### config.mk
export PLATFORM = sky130hd
export DESIGN_NAME = simt_diverge_stack
export DESIGN_NICKNAME = d
export VERILOG_FILES = /design/src/rtl/simt_diverge_stack.sv
export SDC_FILE = /design/constraint.sdc
export NUM_CORES = 1
export LEC_CHECK = 0
export BUFFER_PORTS_ARGS = -buffer_cell sky130_fd_sc_hd__buf_2
export CORE_MARGIN = 1
export CORE_UTILIZATION = 55
export DETAILED_ROUTE_END_ITERATION = 10
export GPL_ROUTABILITY_DRIVEN = 0
export GPL_TIMING_DRIVEN = 0
export HOLD_SLACK_MARGIN = 0.05
export PLACE_DENSITY = 0.76
export SYNTH_ARGS = -nofsm -noshare
export SYNTH_HDL_FRONTEND = slang
export SYNTH_SLANG_ARGS = --single-unit
export TNS_END_PERCENT = 50
### constraint.sdc
create_clock -name clk -period 4.96 [get_ports clk]
set_clock_uncertainty 0.05 [all_clocks]
set_input_delay 0.992 -clock clk [delete_from_list [all_inputs] [get_ports clk]]
set_output_delay 0.992 -clock clk [all_outputs]
set_load 0.01 [all_outputs]
### src/rtl/simt_diverge_stack.sv
module simt_diverge_stack #(
  parameter int LANES = 8,
  parameter int DEPTH = 8,
  parameter int PCW   = 32
) (
  input  logic             clk,
  input  logic             rst_n,
  input  logic             split_i,
  input  logic             join_i,
  input  logic [LANES-1:0] pred_i,
  input  logic [LANES-1:0] mask_i,
  input  logic [PCW-1:0]   pc_i,
  output logic [LANES-1:0] mask_o,
  output logic             pc_redir_o,
  output logic [PCW-1:0]   pc_target_o,
  output logic             ovf_o,
  output logic             unf_o,
  output logic             err_o,
  output logic             stall_o
);
  localparam int CW = $clog2(DEPTH + 1);
  localparam int IW = (DEPTH > 1) ? $clog2(DEPTH) : 1;

  logic [LANES-1:0] mask_q [DEPTH];
  logic [PCW-1:0]   pc_q   [DEPTH];
  logic [DEPTH-1:0] uni_q, ft_q;
  logic [CW-1:0]    cnt_q;
  logic             stall_q;

  wire [LANES-1:0] taken    = pred_i & mask_i;
  wire             no_lanes = (mask_i == '0);
  wire             uniform  = (taken == '0) || (taken == mask_i);
  wire             empty    = (cnt_q == '0);
  wire             room1    = cnt_q < CW'(DEPTH);
  wire             room2    = cnt_q < CW'(DEPTH - 1);
  wire             do_split = split_i && !no_lanes;
  wire             push1    = do_split && uniform && room1;
  wire             push2    = do_split && !uniform && room2;
  wire             do_join  = join_i && !split_i;
  wire             pop      = do_join && !empty;

  wire [CW-1:0] top_c  = cnt_q - 1'b1;
  wire [IW-1:0] top    = top_c[IW-1:0];
  wire [CW-1:0] nxt_c  = cnt_q + 1'b1;
  wire [IW-1:0] wr0    = cnt_q[IW-1:0];
  wire [IW-1:0] wr1    = nxt_c[IW-1:0];

  always_comb begin
    mask_o = mask_i;
    if (push2)    mask_o = mask_i & ~pred_i;
    else if (pop) mask_o = mask_q[top];
  end

  assign pc_redir_o  = pop && !uni_q[top] && !ft_q[top];
  assign pc_target_o = pop ? pc_q[top] : pc_i;
  assign ovf_o       = do_split && (uniform ? !room1 : !room2);
  assign unf_o       = do_join && empty;
  assign err_o       = split_i && no_lanes;
  assign stall_o     = stall_q;

  always_ff @(posedge clk) begin
    if (!rst_n) begin
      cnt_q   <= '0;
      stall_q <= 1'b0;
    end else begin
      stall_q <= split_i;
      if (push1)      cnt_q <= cnt_q + CW'(1);
      else if (push2) cnt_q <= cnt_q + CW'(2);
      else if (pop)   cnt_q <= cnt_q - CW'(1);
    end
  end

  always_ff @(posedge clk) begin
    if (push1) begin
      mask_q[wr0] <= mask_i;
      pc_q[wr0]   <= pc_i;
      uni_q[wr0]  <= 1'b1;
      ft_q[wr0]   <= 1'b0;
    end else if (push2) begin
      mask_q[wr0] <= mask_i;
      pc_q[wr0]   <= pc_i;
      uni_q[wr0]  <= 1'b0;
      ft_q[wr0]   <= 1'b1;
      mask_q[wr1] <= taken;
      pc_q[wr1]   <= pc_i;
      uni_q[wr1]  <= 1'b0;
      ft_q[wr1]   <= 1'b0;
    end
  end

  p_uni_mask_r1: assert property (@(posedge clk) disable iff (!rst_n)
    (split_i && !err_o && ((pred_i & mask_i) == '0)) |-> (mask_o == mask_i));
  p_split_clear_r2: assert property (@(posedge clk) disable iff (!rst_n)
    (split_i && !err_o && !ovf_o && mask_o != mask_i) |-> ((mask_o & pred_i) == '0));
  p_redir_join_r3: assert property (@(posedge clk) disable iff (!rst_n)
    pc_redir_o |-> (join_i && !split_i));
  p_err_hold_r5: assert property (@(posedge clk) disable iff (!rst_n)
    err_o |=> (cnt_q == $past(cnt_q)));
  p_no_overflow_r6: assert property (@(posedge clk) disable iff (!rst_n)
    ovf_o |=> (cnt_q == $past(cnt_q)));
  p_bound_r6: assert property (@(posedge clk) disable iff (!rst_n)
    cnt_q <= CW'(DEPTH));
  p_unf_quiet_r7: assert property (@(posedge clk) disable iff (!rst_n)
    unf_o |-> (!pc_redir_o && mask_o == mask_i));
  p_stall_r8: assert property (@(posedge clk) disable iff (!rst_n)
    split_i |=> stall_o);
  p_flags_r9: assert property (@(posedge clk) disable iff (!rst_n)
    split_i |-> !unf_o);
endmodule

## After elaboration in Yosys (flattened, before gate mapping)

Memory sizes are Yosys's and may differ from the RTL's.
Cells that the tools add are included.

- RAM bits: 320
- Output and inout bits: 45
- Memories kept: 2
- Register bits: 21

- Reductions and logical operators: 28
- Equal/unequal tests: 1
- Muxes and demuxes: 26
- Bitwise gates (word level): 13
- $add $sub $neg: 3
- Order comparisons: 7

Memory list:

| name | depth | bits a word | read ports | clocked after Yosys merged registers in | wr ports | line | source |
|---|---|---|---|---|---|---|---|
| pc_q | 8 | 32 | 1 | 0 | 2 | 25 | `logic [PCW-1:0] pc_q [DEPTH];` |
| mask_q | 8 | 8 | 1 | 0 | 2 | 24 | `logic [LANES-1:0] mask_q [DEPTH];` |

Operator list:

| cell | number |
|---|---|
| $mux W32 | 2 |
| $mux W8 | 7 |
| $and A8 B8 Y8 | 6 |
| $not A8 Y8 | 3 |
| $logic_not A8 Y1 | 2 |
| $or A8 B8 Y8 | 2 |
| $logic_and A1 B1 Y1 | 14 |
| $lt A3 B4 Y1 const B | 3 |
| $mux W4 | 3 |
| $mux W1 | 10 |
| $eq A8 B8 Y1 | 1 |
| $logic_not A1 Y1 | 8 |
| $bmux W1 S3 | 2 |
| $demux W1 S3 | 2 |
| $ge A3 B1 Y1 const B | 2 |
| $add A4 B1 Y4 const B | 1 |
| $add A4 B2 Y4 const B | 1 |
| $logic_not A4 Y1 | 1 |
| $lt A4 B3 Y1 const B | 1 |
| $lt A4 B4 Y1 const B | 1 |
| $sub A4 B1 Y4 const B | 1 |
| $reduce_bool A3 Y1 | 1 |
| $or A1 B1 Y1 | 2 |
| $reduce_bool A2 Y1 | 1 |
| $logic_or A1 B1 Y1 | 1 |

## Depth between registers and ports, before layout

Gate-level depths: netlist of run 1.

- Word-level depth: 10
- Gate-level depth with buffers: 12

## Worst setup path before layout of run 1

OpenSTA, ideal clock, no wires.

- Kind: reg-to-reg
- From: register cnt_q[0]
- To: memory mask_q[5][0], enable pin
- Setup time: 0.451 ns
- Cell stages (with the launch flop): 11
- Data arrival time: 4.238 ns
- Buffers on the path: 5
- Setup slack: 0.222 ns
- Required time: 4.459 ns
- Path through: dfxtp_1 buf_4 buf_4 buf_4 inv_1 clkbuf_1 ha_1 buf_1 nor3_1 o21ai_0 a21oi_1

RTL lines:

| item | line | source |
|---|---|---|
| start, declared | 27 | `logic [CW-1:0] cnt_q;` |
| start signal, assigned | 67 | `if (push1) cnt_q <= cnt_q + CW'(1);` |
| start signal, assigned | 68 | `else if (push2) cnt_q <= cnt_q + CW'(2);` |
| start signal, assigned | 69 | `else if (pop) cnt_q <= cnt_q - CW'(1);` |
| end, declared | 24 |  |

## Worst setup path after layout of run 1

- From: register cnt_q[0]
- To: output port pc_target_o[29]

- Longest elaborated chain between the ends: 4

Ends and longest elaborated chain:

| item | line | source |
|---|---|---|
| parallel branches: the longest is 3 deep, another holds $mem_v2 Z8 W32 | n/a |  |
| $mux W32 * | 55 | `assign pc_target_o = pop ? pc_q[top] : pc_i;` |
| end, declared | 15 | `output logic [PCW-1:0] pc_target_o,` |

Mark *: on every way between the ends.

==> results of run 1 <==
[registers in the layout, indices dropped and copies added (netlist names)]
signal / count
pc_q: 256
mask_q: 64
ft_q: 8
uni_q: 8
cnt_q: 4
stall_o: 1
[cell usage in the layout (no fill, tap or decap), types with 3 or more instances in the layout]
master,synthesis,final
or3_1,5,5
edfxtp_1,336,336
nor4_4,4,4
o311ai_0,4,4
nor2_1,46,46
clkinv_1,0,6
a221o_1,8,8
a22oi_1,5,5
o31a_1,25,25
o22ai_4,0,7
buf_16,0,8
a31oi_1,34,34
ha_1,6,6
nand3_1,5,4
nor2b_1,10,10
o21a_1,40,40
nor3_1,5,5
clkbuf_1,20,17
nand2b_1,11,11
buf_4,10,15
nand2_1,99,99
buf_6,5,6
dfxtp_1,5,5
mux4_2,80,80
clkbuf_16,0,37
a211oi_1,10,10
buf_12,0,4
clkbuf_4,0,17
nand3b_1,3,3
a21oi_1,36,34
inv_1,5,5
clkinv_2,0,7
buf_2,27,114
nor3_2,3,3
[cell families (layout without fill, tap and decap cells)]
kind of cell	count (synthesis)	after routing	share of synthesized area, %
DFF	341	341	68.2
buffers and inverters	74	242	2.59
adders and majority gates	6	6	0.503
xor gates and xnor gates	4	4	0.235
and+or+nand+nor	204	204	7.13
AOI/OAI and AO/OA	185	185	8.97
muxes	84	84	12.3
[power groups by stage]
stage | clock [W] | combinational [W] | sequential (W)
after global routing | 0.00257 | 0.00259 | 0.00372
after global placement | 0 | 0.00216 | 0.00379
after floorplan | 0 | 0.00151 | 0.00374
final | 0.00245 | 0.00242 | 0.00370
after CTS | 0.00246 | 0.00239 | 0.00370
after detailed placement | 0 | 0.00235 | 0.00375
[layout make-up]
| cell class | instances | share of cell area [%] |
|---|---|---|
| plain buffers | 69 | 2.55 |
| clock buffers | 44 | 5.47 |
| clock inverters | 15 | 0.547 |
| inverters | 5 | 0.108 |
| multi-input cells | 483 | 25.8 |
| flip-flops and latches | 341 | 58.6 |
| well taps | 335 | 2.41 |
| repair buffers | 109 | 4.54 |
[per-stage QoR]
step	worst slack, ns	hold slack [ns]	area, sq um	util, %
finish	0.143	0.616	17400	66.0
global route	-0.00928	0.624	17400	66.0
CTS	0.00346	0.575	17300	65.8
detailed placement	-0.218	0.546	16200	61.6
global placement	-2.37	0.526	15800	60.1
floorplan	0.222	0.505	14900	-
[metal layers]
metal  vias to the layer above  track usage (%)
met2                       497             42.9
li1                       3910                -
met3                        54             4.92
met1                      4600             35.8
met5                         -                0
met4                         0             7.09
[critical path, cell delays in order (launching register included)]
cell	delay (ns)
dfxtp_1	0.34
buf_4	0.18
buf_4	0.27
buf_6	0.22
inv_1	0.14
clkbuf_4	0.25
ha_1	0.22
clkbuf_1	0.22
a21oi_1	0.28
buf_4	0.26
buf_4	0.26
clkbuf_4	0.27
a31oi_1	0.16
buf_2	0.18
[what timing repair did]
action | 4_1_cts | 5_1_grt
cloned | 0 | 0
hold buffers | 0 | 0
resized for setup | 24 | 22
setup buffers | 1 | 1
pin swaps | 1 | 1
endpoints found under the setup margin | 41 | 37
[worst paths after layout]
check / startpoint / to / cells after the start
setup / recovery: cnt_q[0]$_SDFFE_PN0P_ / pc_target_o[29] / 13
hold reg to reg: ft_q[3]$_DFFE_PP_ / ft_q[3]$_DFFE_PP_ / 2
hold / removal: ft_q[3]$_DFFE_PP_ / ft_q[3]$_DFFE_PP_ / 2
setup reg to reg: cnt_q[0]$_SDFFE_PN0P_ / pc_q[5][30]$_DFFE_PP_ / 11
==> summary.txt, run 1 <==
Run status
  – Status: completed

Worst setup path
  – Startpoint type of the worst setup path: register
  – FF-to-FF setup slack: 0.73 ns
  – Crit. End Element: output pin
  – CP required: around 3.9 ns
  – Maximum fanout along the worst path: 10
  – Crit path arrival time: approximately 3.8 ns
  – Kind of critical path: reg -> out

Layout
  – Final-layout fill cell count: 1,771
  – Share of layout cells above drive strength 1: roughly 30%
  – Final #Nets: 1,102
  – Post-route insts no fill: ~1,400
  – Reg area: 0.0102 sq mm
  – Multi-input combinational cell area: 0.00449 sq mm
  – ANT cells: 0
  – Synth-to-Final Area Change: 16.5%

STA
  – Post-layout min period: 4.82 ns
  – Max Freq: 208 MHz
  – Fin Setup TNS: 0 ns
  – Count of final max-slew check failures: 0
  – Final hold vios: 0
  – Setup violators final: 0
  – Slew headroom: a little under two fifths
  – Final period util: a little over nine tenths
  – Measured slew at the worst slew-check pin: 0.938 ns

Synthesis
  – Cell with the most instances after synthesis: edfxtp_1
  – Post-Syn Instances: 898
  – Yosys top cell by area: edfxtp_1
  – Sequential share of the synthesized area: around 68%
  – EDFF count, synth: 336
  – Main flop type after synthesis: edfxtp_1
  – Syn avg cell area: 16.6 sq um
  – Synth cell count leaders: 336 x edfxtp_1, 99 x nand2_1, 80 x mux4_2
  – Yosys top cell area share: 67.6%
  – Synthesized Nets: 956
  – Yosys cell types: 57
  – Yosys warns: 0
  – Syn Std Cell Area: 0.0149 sq mm
  – Area contributors post-synth: edfxtp_1 68%, mux4_2 12%, nand2_1 2.5%, o21a_1 2.0%, o31a_1 1.5%
  – Flops & latches, synth: roughly 340
  – Ys async rst share: 0%

Detailed routing
  – Remaining DRCs: 0
  – Via count: approximately 9,000
  – Final WL: about 35,000 um
  – WL met1: between 10,000 and 15,000 um
  – Number of routed nets with antenna violations: 0
  – Wirelength per Cell: approximately 25 um
  – Met3 wire length: 3260 um
  – Starting DRT DRC Count: 1,063
  – Max Used Layer: met4
  – Post-DR vias/cell: 6.47
  – Met2 wire len: roughly 17,000 um
  – Drt pass-1 iters: 7

Global route
  – Vias in the first global route: 9,142
  – Grt ovf: 0
  – First-pass GRT wire length: 53,900 um
  – All-Layer GR Usage: 26.0%
  – Initial antenna violation count: 0
  – Largest net degree at the start of global routing: 23

CTS
  – Clk slew on worst S/H paths: 0.06 ns
  – Clock root buffer: clkbuf_16
  – Total CTS buffers: 35
  – CTS tree: yes
  – Htree depth: 2
  – Clock latency at the later pin of the worst-skew pair: 0.52 ns
  – Clock sink count: 341
  – Max clock buf depth: 3

Pwr
  – Comb pwr share: 28.3%
  – Maximum VDD drop: 0.311 mV
  – Overall power: 0.00857 W
  – Clock power share: ~29%
  – Seq pwr share: 43.1%
  – Sw Ratio: between 30% and 40%
  – Internal power: 0.00597 W
  – Pwr dens: 492 mW/mm^2
  – Leak: 5.76 nW
  – Net switching power: 0.00260 W

Placement
  – PortBufs: 95
  – DP Wirelength: between 20,000 and 25,000 um
  – Cells after DPL: ~1,300

Floorplanning
  – Die Footprint: ~0.028 sq mm
  – Die X: 167 um
  – Core area: 0.0264 sq mm
  – Io pins: 97
  – Row count: about 60
  – Die height: 167 um
  – Starting Density: approximately 57%

Min path
  – Hold Crit Class: reg -> reg

Flow run
  – Max-Cap Viols: 0
(Power assumes the default switching activity.)
==> run 2, diff against run 1 <==
==> config.mk (replaced) <==
export PLATFORM = sky130hd
export DESIGN_NAME = simt_diverge_stack
export DESIGN_NICKNAME = d
export VERILOG_FILES = /design/src/rtl/simt_diverge_stack.sv
export SDC_FILE = /design/constraint.sdc
export NUM_CORES = 1
export LEC_CHECK = 0
export CORE_MARGIN = 1
export CORE_UTILIZATION = 57
export DETAILED_ROUTE_END_ITERATION = 10
export DONT_BUFFER_PORTS = 1
export GPL_ROUTABILITY_DRIVEN = 0
export GPL_TIMING_DRIVEN = 0
export HOLD_SLACK_MARGIN = 0.05
export PLACE_DENSITY = 0.75
export SYNTH_ARGS = -nofsm -noshare
export SYNTH_HDL_FRONTEND = slang
export SYNTH_SLANG_ARGS = --single-unit
export TNS_END_PERCENT = 50
==> run 2 against run 1 <==
Effect of this change:
- worst setup slack got worse by 0.024 ns
- register-to-register slack got worse by 0.05 ns
- wire length up 1.1%
- cell area down 2.1%
- non-clock buffer count shrank 94
- worst hold slack got worse by 0.10 ns
- via count is 3.1% lower
- largest power group unchanged
==> summary.txt, run 2 (synthesis results as in run 1) <==
CTS
  – Htree depth: 2 (unchanged)
  – Clock sink count: 341 (unchanged)
  – Clock latency at the later pin of the worst-skew pair: 0.51 ns (about the same)
  – CTS tree: yes
  – Cts hold-fix bufs: 0 (unchanged)
  – Total CTS buffers: 35 (unchanged)
  – Clk slew on worst S/H paths: 0.07 ns (about the same)
  – Clock root buffer: clkbuf_16
  – Max clock buf depth: 3 (unchanged)

Pwr
  – Internal power: 0.00593 W (-0.68%)
  – Sw Ratio: 30.5% (+0.13 points)
  – Leak: 5.41 nW (-6.0%)
  – Maximum VDD drop: 0.288 mV (-7.4%)
  – Clock power share: 29.0% (+0.4 points)
  – Comb pwr share: 27.7% (-0.6 points)
  – Net switching power: 0.00260 W (about the same)
  – Overall power: 0.00852 W (-0.50%)
  – Seq pwr share: 43.3% (+0.2 points)
  – Pwr dens: 501 mW/mm^2 (+1.7%)

Worst setup path
  – Max stage delay on crit path: 0.42 ns (+0.08 ns)
  – Most frequent CP cell: buf_4
  – Crit path arrival time: 3.80 ns (+0.03 ns)
  – Kind of critical path: reg -> out
  – Crit path cell chain: buf_4 -> buf_4 -> buf_4 -> inv_1 -> buf_2 -> ha_2 -> buf_2 -> clkbuf_2 -> mux4_2 -> nand2_1 -> a31oi_1
  – Slowest CP cell: ha_2
  – Startpoint type of the worst setup path: register
  – Crit. End Element: output pin
  – Maximum fanout along the worst path: 10 (unchanged)
  – CP required: 3.92 ns (about the same)

Floorplanning
  – Row count: 58 (-1.7%)
  – Die height: 164 um (-1.8%)
  – Die Footprint: 0.0269 sq mm (-3.5%)
  – Die X: 164 um (-1.8%)
  – Starting Density: 58.6% (+2.0 points)
  – Io pins: 97 (unchanged)
  – Core area: 0.0255 sq mm (-3.3%)

STA
  – Final hold vios: 0 (unchanged)
  – Measured slew at the worst slew-check pin: 1.01 ns (+0.0727 ns)
  – Final period util: 97.6% (+0.48 points)
  – Slew headroom: 32.6% (-4.9 points)
  – Post-layout min period: 4.84 ns (+0.0236 ns)
  – Setup violators final: 0 (unchanged)
  – Unrepaired setup endpoints after global routing: no
  – Max Freq: 207 MHz (-0.49%)
  – Count of final max-slew check failures: 0 (unchanged)

Run status
  – Status: completed

Layout
  – Register bank with the most flops: pc_q
  – Most frequent cells in the layout: 336 x edfxtp_1, 99 x nand2_1, 80 x mux4_2
  – Synth-to-Final Area Change: 14.0%
  – Reg area: 0.0102 sq mm (unchanged)
  – Most common cell after layout, fill and taps aside: edfxtp_1
  – Share of layout cells above drive strength 1: 24.6% (-5.9 points)
  – Number of flip-flops in the largest register: 256 (unchanged)
  – Multi-input combinational cell area: 0.00455 sq mm (+1.2%)
  – Biggest regs: pc_q (256), mask_q (64)
  – Final-layout fill cell count: 1,670 (-5.7%)
  – ANT cells: 0 (unchanged)
  – Fin area: 0.0170 sq mm (-2.1%)
  – Final #Nets: 1,008 (-8.5%)

Global route
  – Grt ovf: 0 (unchanged)
  – First-pass GRT wire length: 53,600 um (-0.55%)
  – Initial antenna violation count: 0 (unchanged)
  – Vias in the first global route: 9,048 (-1.0%)
  – Largest net degree at the start of global routing: 23 (unchanged)
  – All-Layer GR Usage: 27.5% (+1.5 points)

Detailed routing
  – Final WL: 35,600 um (+1.1%)
  – Wirelength per Cell: 27.4 um (+8.7%)
  – Remaining DRCs: 0 (unchanged)
  – Post-DR vias/cell: 6.74 (+4.2%)
  – Number of routed nets with antenna violations: 0 (unchanged)
  – Via count: 8,779 (-3.1%)
  – Drt pass-1 iters: 5 (-2)
  – Starting DRT DRC Count: 945 (-11%)

Placement
  – PortBufs: 0 (-100%)
  – Post-Place Cell Area: 0.0158 sq mm (-2.4%)
  – DP Wirelength: 22,300 um (-1.6%)

Flow run
  – Max-Cap Viols: 0 (unchanged)

Min path
  – Hold Crit Class: in -> reg
## run 2: cell types whose count changed in the layout (fill, tap and decap cells not counted), sizes merged
cell and delta:
buf -83, clkbuf -11, inv +1
## run 2: repair_timing
action                                  CTS  global route
setup buffers                             1             0
resized for setup                        28             7
gates cloned                              0             0
pin swaps                                 1             0
endpoints found under the setup margin   39            28
## run 2: cell type report
class                           count  share of cell area [%]
Inverter                            5                   0.110
Sequential cell                   341                    59.8
Clock buffer                       44                    5.59
Timing Repair Buffer               16                    2.34
Multi-Input combinational cell    483                    26.7
Clock inverter                     16                   0.669
Tap cell                          330                    2.43
Buffer                             68                    2.32
## run 2: power groups by stage
stage	combinational [W]	sequential (W)	clock, W
floorplan	0.00151	0.00374	0
global placement	0.00207	0.00379	0
detailed placement	0.00229	0.00375	0
CTS	0.00236	0.00369	0.00249
global route	0.00251	0.00372	0.00261
finish	0.00236	0.00369	0.00247
## run 2: metal layers
metal	part of all wire, %	wire length [um]	track usage [%]	vias up
met2	50	17800	46.1	536
met3	9.5	3390	4.97	93
met1	38	13400	36.2	4409
met4	3.0	1090	10.1	0
met5	0	0	0	-
li1	-	-	-	3741
## run 2: path summary, 6_finish.rpt
| kind | start | endpoint | slack, ns | cells after the start |
|---|---|---|---|---|
| setup / recovery | cnt_q[0]$_SDFFE_PN0P_ | pc_target_o[28] | 0.12 | 11 |
| hold / removal | pc_i[22] | pc_q[3][22]$_DFFE_PP_ | 0.52 | 0 |
| setup reg to reg | cnt_q[0]$_SDFFE_PN0P_ | pc_q[7][16]$_DFFE_PP_ | 0.68 | 11 |
| hold reg to reg | uni_q[5]$_DFFE_PP_ | uni_q[5]$_DFFE_PP_ | 0.57 | 2 |
## run 2: worst max-delay path, delay by kind of cell (launching register included)
family / cells / cell delay, ns
DFF: 1 / 0.34
buffers and inverters: 7 / 1.82
AOI/OAI and AO/OA: 1 / 0.38
and+or+nand+nor: 1 / 0.06
adders and majority gates: 1 / 0.42
muxes: 1 / 0.25
## run 2: per-stage QoR
| stage | setup WS (ns) | hold slack (ns) | setup TNS [ns] | instances | utilization (%) |
|---|---|---|---|---|---|
| after floorplan | 0.222 | 0.505 | 0 | 898 | - |
| after global placement | -2.65 | 0.529 | -754.54 | 1228 | 60.3 |
| after detailed placement | -0.120 | 0.559 | -1.39 | 1243 | 62.2 |
| after CTS | 0.0124 | 0.506 | 0 | 1303 | 66.8 |
| after global routing | 0.0142 | 0.502 | 0 | 1303 | 66.8 |
| final | 0.120 | 0.516 | 0 | 1303 | 66.8 |
